--- src/rtl/acs_pkg.sv ---
`timescale 1ns/1ps
package acs_pkg;
  localparam int NUM_STATES = 4;
  localparam int NUM_CODES  = 4;

  typedef enum logic [1:0] {
    MODE_CONT  = 2'd0,
    MODE_TRUNC = 2'd1,
    MODE_TERM  = 2'd2,
    MODE_RSVD  = 2'd3
  } acs_mode_e;

  // predecessor of a destination state; lower=0 gives the upper branch
  function automatic logic [1:0] pred_of(input logic [1:0] dst, input logic lower);
    return {dst[0], lower};
  endfunction

  // input bit that drives a transition into the destination state
  function automatic logic in_bit_of(input logic [1:0] dst);
    return dst[1];
  endfunction

  // code word {tap 111, tap 101} for source state and input bit
  function automatic logic [1:0] code_of(input logic [1:0] src, input logic u);
    return {u ^ src[1] ^ src[0], u ^ src[0]};
  endfunction
endpackage

--- src/rtl/acs_node.sv ---
`timescale 1ns/1ps
module acs_node
  import acs_pkg::*;
#(
  parameter int         SMW = 8,
  parameter int         BMW = 4,
  parameter logic [1:0] DST = 2'd0
) (
  input  logic [SMW-1:0]           pm_upper,
  input  logic [SMW-1:0]           pm_lower,
  input  logic [NUM_CODES*BMW-1:0] bm_flat,
  output logic [SMW-1:0]           new_metric,
  output logic                     pick_lower
);
  localparam logic [SMW-1:0] SM_MAX  = '1;
  localparam logic [1:0]     CODE_UP = code_of(pred_of(DST, 1'b0), in_bit_of(DST));
  localparam logic [1:0]     CODE_LO = code_of(pred_of(DST, 1'b1), in_bit_of(DST));
  localparam int             OFS_UP  = int'(CODE_UP) * BMW;
  localparam int             OFS_LO  = int'(CODE_LO) * BMW;

  function automatic logic [SMW-1:0] sat_add(input logic [SMW-1:0] a, input logic [BMW-1:0] b);
    logic [SMW:0] s;
    s = {1'b0, a} + {{(SMW + 1 - BMW){1'b0}}, b};
    return s[SMW] ? SM_MAX : s[SMW-1:0];
  endfunction

  logic [BMW-1:0] bm_up, bm_lo;
  logic [SMW-1:0] cand_up, cand_lo;

  assign bm_up      = bm_flat[OFS_UP +: BMW];
  assign bm_lo      = bm_flat[OFS_LO +: BMW];
  assign cand_up    = sat_add(pm_upper, bm_up);
  assign cand_lo    = sat_add(pm_lower, bm_lo);
  assign pick_lower = (cand_lo < cand_up);
  assign new_metric = pick_lower ? cand_lo : cand_up;
endmodule

--- src/rtl/acs_normalize.sv ---
`timescale 1ns/1ps
module acs_normalize
  import acs_pkg::*;
#(
  parameter int SMW = 8
) (
  input  logic [NUM_STATES*SMW-1:0] raw_flat,
  output logic [NUM_STATES*SMW-1:0] norm_flat,
  output logic                      norm_fire
);
  localparam logic [SMW-1:0] HALF = {1'b1, {(SMW-1){1'b0}}};

  logic [SMW-1:0] floor_val;

  always_comb begin
    floor_val = raw_flat[SMW-1:0];
    for (int i = 1; i < NUM_STATES; i++) begin
      if (raw_flat[i*SMW +: SMW] < floor_val) floor_val = raw_flat[i*SMW +: SMW];
    end
  end

  assign norm_fire = (floor_val >= HALF);

  for (genvar g = 0; g < NUM_STATES; g++) begin : g_sub
    assign norm_flat[g*SMW +: SMW] = norm_fire ? (raw_flat[g*SMW +: SMW] - floor_val)
                                               : raw_flat[g*SMW +: SMW];
  end
endmodule

--- src/rtl/acs_best.sv ---
`timescale 1ns/1ps
module acs_best
  import acs_pkg::*;
#(
  parameter int SMW = 8
) (
  input  logic [NUM_STATES*SMW-1:0] metric_flat,
  output logic [1:0]                best_idx
);
  always_comb begin
    best_idx = 2'd0;
    for (int i = 1; i < NUM_STATES; i++) begin
      if (metric_flat[i*SMW +: SMW] < metric_flat[int'(best_idx)*SMW +: SMW]) best_idx = 2'(i);
    end
  end
endmodule

--- src/rtl/acs_metric_unit.sv ---
`timescale 1ns/1ps
module acs_metric_unit
  import acs_pkg::*;
#(
  parameter int SMW = 8,  // state metric width, at least BMW+2
  parameter int BMW = 4   // branch metric width
) (
  input  logic                      clk,
  input  logic                      rst_n,
  input  logic [1:0]                mode,
  input  logic                      clr,
  input  logic                      sym_valid,
  input  logic                      sym_first,
  input  logic [NUM_CODES*BMW-1:0]  bm_in,
  output logic [NUM_STATES*SMW-1:0] metric_out,
  output logic [NUM_STATES-1:0]     dec_out,
  output logic [1:0]                best_state,
  output logic                      out_valid
);
  function automatic logic [SMW-1:0] init_metric(input int s);
    return (s == 0) ? '0 : '1;
  endfunction

  logic [SMW-1:0]            sm_q [NUM_STATES];
  logic [SMW-1:0]            base [NUM_STATES];
  logic [NUM_STATES*SMW-1:0] raw_flat, norm_flat;
  logic [NUM_STATES-1:0]     dec_w, dec_q;
  logic [1:0]                best_raw;
  logic                      out_valid_q;

  // named events for the checker
  logic clr_hit, frame_restart, norm_fire;

  assign clr_hit       = clr && (mode == MODE_CONT);
  assign frame_restart = sym_valid && sym_first && (mode != MODE_CONT);

  always_comb begin
    for (int s = 0; s < NUM_STATES; s++) begin
      base[s] = frame_restart ? init_metric(s) : sm_q[s];
    end
  end

  for (genvar g = 0; g < NUM_STATES; g++) begin : g_node
    localparam logic [1:0] D  = 2'(g);
    localparam int         PU = int'(pred_of(D, 1'b0));
    localparam int         PL = int'(pred_of(D, 1'b1));
    acs_node #(.SMW(SMW), .BMW(BMW), .DST(D)) u_node (
      .pm_upper   (base[PU]),
      .pm_lower   (base[PL]),
      .bm_flat    (bm_in),
      .new_metric (raw_flat[g*SMW +: SMW]),
      .pick_lower (dec_w[g])
    );
    assign metric_out[g*SMW +: SMW] = sm_q[g];
  end

  acs_normalize #(.SMW(SMW)) u_norm (
    .raw_flat  (raw_flat),
    .norm_flat (norm_flat),
    .norm_fire (norm_fire)
  );

  always_ff @(posedge clk) begin
    if (!rst_n || clr_hit) begin
      for (int s = 0; s < NUM_STATES; s++) sm_q[s] <= init_metric(s);
      dec_q       <= '0;
      out_valid_q <= 1'b0;
    end else if (sym_valid) begin
      for (int s = 0; s < NUM_STATES; s++) sm_q[s] <= norm_flat[s*SMW +: SMW];
      dec_q       <= dec_w;
      out_valid_q <= 1'b1;
    end else begin
      out_valid_q <= 1'b0;
    end
  end

  acs_best #(.SMW(SMW)) u_best (
    .metric_flat (metric_out),
    .best_idx    (best_raw)
  );

  assign best_state = (mode == MODE_TERM) ? 2'd0 : best_raw;
  assign dec_out    = dec_q;
  assign out_valid  = out_valid_q;
endmodule

--- config.mk ---
export PLATFORM = sky130hd
export DESIGN_NAME = acs_metric_unit
export DESIGN_NICKNAME = d
export VERILOG_FILES = /design/src/rtl/acs_pkg.sv /design/src/rtl/acs_node.sv /design/src/rtl/acs_normalize.sv /design/src/rtl/acs_best.sv /design/src/rtl/acs_metric_unit.sv
export SDC_FILE = /design/constraint.sdc
export NUM_CORES = 1
export LEC_CHECK = 0
export ABC_CLOCK_PERIOD_IN_PS = 16000
export BUFFER_PORTS_ARGS = -buffer_cell sky130_fd_sc_hd__buf_4
export CAP_MARGIN = 25
export CELL_PAD_IN_SITES_DETAIL_PLACEMENT = 1
export CELL_PAD_IN_SITES_GLOBAL_PLACEMENT = 2
export CORE_MARGIN = 2
export CORE_UTILIZATION = 33
export DETAILED_ROUTE_END_ITERATION = 8
export PLACE_DENSITY_LB_ADDON = 0.15
export SETUP_SLACK_MARGIN = 0.05
export SLEW_MARGIN = 40
export SYNTH_ARGS = -nofsm -noshare
export SYNTH_HDL_FRONTEND = slang
export SYNTH_SLANG_ARGS = --single-unit
--- constraint.sdc ---
create_clock -name clk -period 16 [get_ports clk]
set_input_delay 4 -clock clk [delete_from_list [all_inputs] [get_ports clk]]
set_output_delay 4 -clock clk [all_outputs]
set_load 0.005 [all_outputs]
Yosys cells after proc, flatten, opt, wreduce, memory -nomap -nowiden. Memories as Yosys holds them, arrays and structs flattened. Index checks and enable logic that the tools add are counted.

Memory bits (writable): 32. Bits in registers: 5. Input port bits: 23. Logic and storage cells: 76. Memories kept: 1. Output and inout port bits: 39.

Memory list: sm_q (words 4, bits a word 8, read ports 4, clocked after Yosys merged registers in 0, wr ports 4, line acs_metric_unit.sv:24) `logic [SMW-1:0] sm_q [NUM_STATES];`.

Order comparisons: 11. $add $sub $neg: 12. Mux-type cells: 36. Eq/ne operators: 1. Shift operators: 2. Reduce and logical (&&, ||, !) cells: 7. Bitwise operators: 4.

Operators with widths (count): $mux 8 (27); $lt 8x8->1 (10); $add 8x4->9 (8); $shiftx 32x5->8 (1); $shiftx 32x6->8 (1); $sub 8x8->8 (4); $ge 8x8->1 const B (1); $mux 1 (6); $mux 2 (3); $or 1x1->1 (4); $logic_and 1x1->1 (3); $eq 2x2->1 const B (1); $logic_not 2->1 (1); $reduce_bool 2->1 (1); $logic_not 1->1 (1); $logic_or 1x1->1 (1).

Longest topological paths before layout.
Depth after elaboration: 16. Mapped depth: 69. Depth with buffers taken out: 60.

Cells and area by module. From an unflattened synthesis, not the netlist that was laid out.

Cells, all modules: 1130. Area total of the unflattened synthesis: 8902.3 sq um.

Modules (own cells, without submodules): acs_node (cells an instance 107, seq. area each 0.0 sq um, times used 4, area an instance 825.8 sq um); acs_normalize (cells an instance 477, seq. area each 0.0 sq um, times used 1, area an instance 3124.2 sq um); acs_metric_unit (cells an instance 131, seq. area each 1061.0 sq um, times used 1, area an instance 1679.1 sq um); acs_best (cells an instance 94, seq. area each 0.0 sq um, times used 1, area an instance 795.8 sq um).

Worst setup path before layout. OpenSTA, ideal clock, no wires.

Kind: in2reg. Start point: in mode[1]. End point: mem sm_q[1][6], data pin. Arrival: 15.795 ns. Data required time: 15.722 ns. Slack: -0.073 ns. Library setup time: 0.278 ns. Stages: 62. Buffers on the path: 9. Path through: o211ai_4 > buf_2 > buf_1 > clkbuf_1 > clkbuf_1 > nand2b_1 > ha_1 > a21oi_1 > inv_1 > a21oi_1 > nor2b_1 > nor3_1 > o21bai_1 > ha_1 > a21oi_1 > o211ai_1 > nor3_1 > a221oi_2 > [26 not listed] > nand2b_1 > nor3b_1 > nand3_1 > o211ai_1 > buf_4 > buf_1 > clkbuf_1 > nand2_1 > o21ai_0 > ha_1 > inv_1 > ha_1 > o21ai_0 > a311oi_2 > maj3_2 > maj3_2 > xnor2_1 > o211ai_1.

RTL lines: start: declaration (line acs_metric_unit.sv:10) `input logic [1:0] mode,`; end: declaration (line acs_metric_unit.sv:24).

==> flow_metrics.tcl <==
set metrics [dict create \
    wl_met2_mm 15.67 \
    drc 0 \
    finalCritPeriodShare 0.9476 \
    yosysSeqAreaShare 0.1269 \
    die_w_um 163.2 \
    area_growth_pct 16.41 \
    synth_cell_types 88 \
    worstPathArrival_ns 15.17 \
    nNetsFinal 1352 \
    drive_above_1_share 0.1581 \
    async_reset_ff_frac 0 \
    clock_skew_ns 0.005319 \
    synth_area_per_cell_um2 7.348 \
    grt-ovfl-total 0 \
    worstSkewPairLatency_ns 0.29 \
    via_count 8887 \
    period_minus_slack_ns 15.16 \
    slowest_stage "fa_1" \
    drt-met1-wl_mm 17.22 \
    ant_nets 0 \
    path_clk_slew_ns 0.07 \
    place.gp.congestion 0.9267 \
    synthFlopType "edfxtp_1" \
    grt_usage 0.2570 \
    n_antenna_cell 0 \
    cp_max_fo 14 \
    drv_cap 0 \
    start_util 0.3340 \
    wl_mm 34.54 \
    cts_tree "built" \
    critical_path_required_ns 16.01 \
    path_class "input pin to flip-flop" \
    syn_area_um2 8362 \
    top_layer "met4" \
    crit_top_cell "ha_1" \
    run_status "finished, final reports clean" \
    cp-end-kind "flip-flop" \
    portBuffers 61 \
    h-tree-depth 2 \
    wl_per_cell_um 22.27 \
    fp.dieH_um 163.2 \
    worst-slew-pin-transition_ns 0.8517 \
    critPathMaxStageDelay_ns 0.38 \
    grt_max_degree 26 \
    dieArea_um2 26630 \
    first_global_vias 8898 \
    fp.coreArea_um2 25040 \
    hp-class "flip-flop to flip-flop" \
    tns_ns 0 \
    setup_viol 0 \
    clock.fmax_mhz 65.95 \
    grt_pass1_wl_mm 52.41 \
    final_hold_viol_count 0 \
    cp-start-kind "input pin" \
    syn_nets 1270 \
    clk_path_buf_depth 2 \
    syn-instance-count 1138 \
    yosysWarningCount 0 \
    wl_met3_mm 1.151 \
    finalMaxSlewViolations 0 \
    ys_ff_latch 37 \
    dr.pass1.iters 5 \
    slew_headroom 0.4160 \
    cp_top_family "compound AO/OA/AOI/OAI gates" \
    synth_edf_count 32 \
    cts_inserted_buffers 5 \
    cp_num_buf_inv 6 \
    post-dp-hpwl_mm 28.58 \
    cts-root-buf "clkbuf_16" \
    rows 58 \
    via_per_inst 5.730 \
    ios 62 \
    clock_sinks 37 \
    antenna_found_initial 1 \
    drt-initial-drc-count 495 \
]
==> cell usage after synthesis (all sizes together), types with 15 or more instances <==
cell    number  area share
clkbuf      28       0.013
nand3       26       0.016
nand2b      36       0.027
nor2       127       0.057
ha         103        0.15
a21o        30       0.027
a31oi       15       0.011
nor2b       15       0.011
inv         77       0.035
mux2i       34       0.043
o21ai       84       0.052
xnor2       36       0.038
nand2      115       0.052
nor3        28       0.017
edfxtp      32        0.11
o211ai      19       0.019
a21oi      102       0.061
==> worst register-to-register path: cells and delay by family (launching register included) <==
kind	cells	cell delay, ns
simple gates	13	1.85
fa+ha+maj	9	2.67
compound gates	21	4.91
xor+xnor	2	0.25
buf+inv	5	0.71
mux	2	0.52
flops	1	0.47
==> routing by layer <==
layer,up-vias,global-route usage
li1,4362,-
met1,4358,0.3735
met2,139,0.4200
met3,28,0.01320
met4,0,0.05310
met5,-,0
==> final timing paths <==
| path | from | endpoint | slack (ns) | depth (start not counted) |
|---|---|---|---|---|
| min | dec_out[3] | dec_out[3] | 0.54 | 2 |
| min reg2reg | dec_out[3] | dec_out[3] | 0.54 | 2 |
| max | sym_valid | sm_q[1][6] | 0.84 | 54 |
| max reg2reg | sm_q[3][0] | sm_q[1][6] | 4.34 | 52 |
==> repair_timing <==
action                                 CTS  global route
endpoints found under the hold margin    0             0
buffers inserted                         0             7
setup endpoints to repair                0            28
hold buffers                             0             0
resized for setup                        0            28
==> registers in the layout, summed over array words and instances, names as in the netlist <==
| name | count |
|---|---|
| dec_out | 4 |
| out_valid | 1 |
| sm_q | 32 |
==> stage by stage <==
step           area [µm²]    util  worst slack [ns]  instances  hold WS (ns)
3_5_place_dp         9442  0.3771           0.02657       1536        0.5453
2_1_floorplan        8377       -           0.09676       1138        0.4715
3_3_place_gp         9442  0.3771            0.2260       1536        0.4921
5_1_grt              9734  0.3888          -0.02042       1551        0.5993
6_report             9734  0.3888            0.8379       1551        0.5443
4_1_cts              9580  0.3827            0.3174       1544        0.5597
==> kinds of logic (layout without fill, tap and decap cells) <==
family,after synthesis,in the layout,synth area share
and+or+nand+nor,404,404,0.2261
DFF,37,37,0.1269
muxes,47,47,0.06105
buffers and inverters,118,201,0.05462
adders and majority gates,117,117,0.1784
AOI/OAI and AO/OA,373,373,0.3090
xor gates and xnor gates,42,42,0.04399
==> cells in the final DEF (no fill, tap or decap), types with 11 or more instances in the layout <==
cell and instances:
mux2i_1 29, nor3_1 27, nor2_1 125, nand3_1 26, nor2b_1 15, inv_1 76
mux2_2 11, xnor2_1 36, o21ai_1 13, nand2b_1 36, a31oi_1 14, o21ai_0 67
o31ai_1 12, o211ai_1 18, ha_1 102, a21oi_1 95, buf_4 115, nand2_1 114
a21o_1 29, edfxtp_1 32, and2_1 11
==> final cells by class <==
cell class                 instances  area (µm²)
clock buffer                       6       128.9
timing repair buffer             116       878.3
fill                            3170       15300
inverter                          77       289.0
sequential                        37        1061
multi-input combinational        983        6954
clock inverter                     2       10.01
tap                              330       412.9
Power is not shown: default switching activity piles up to over one toggle a cycle in this logic, so the estimate is an artifact.
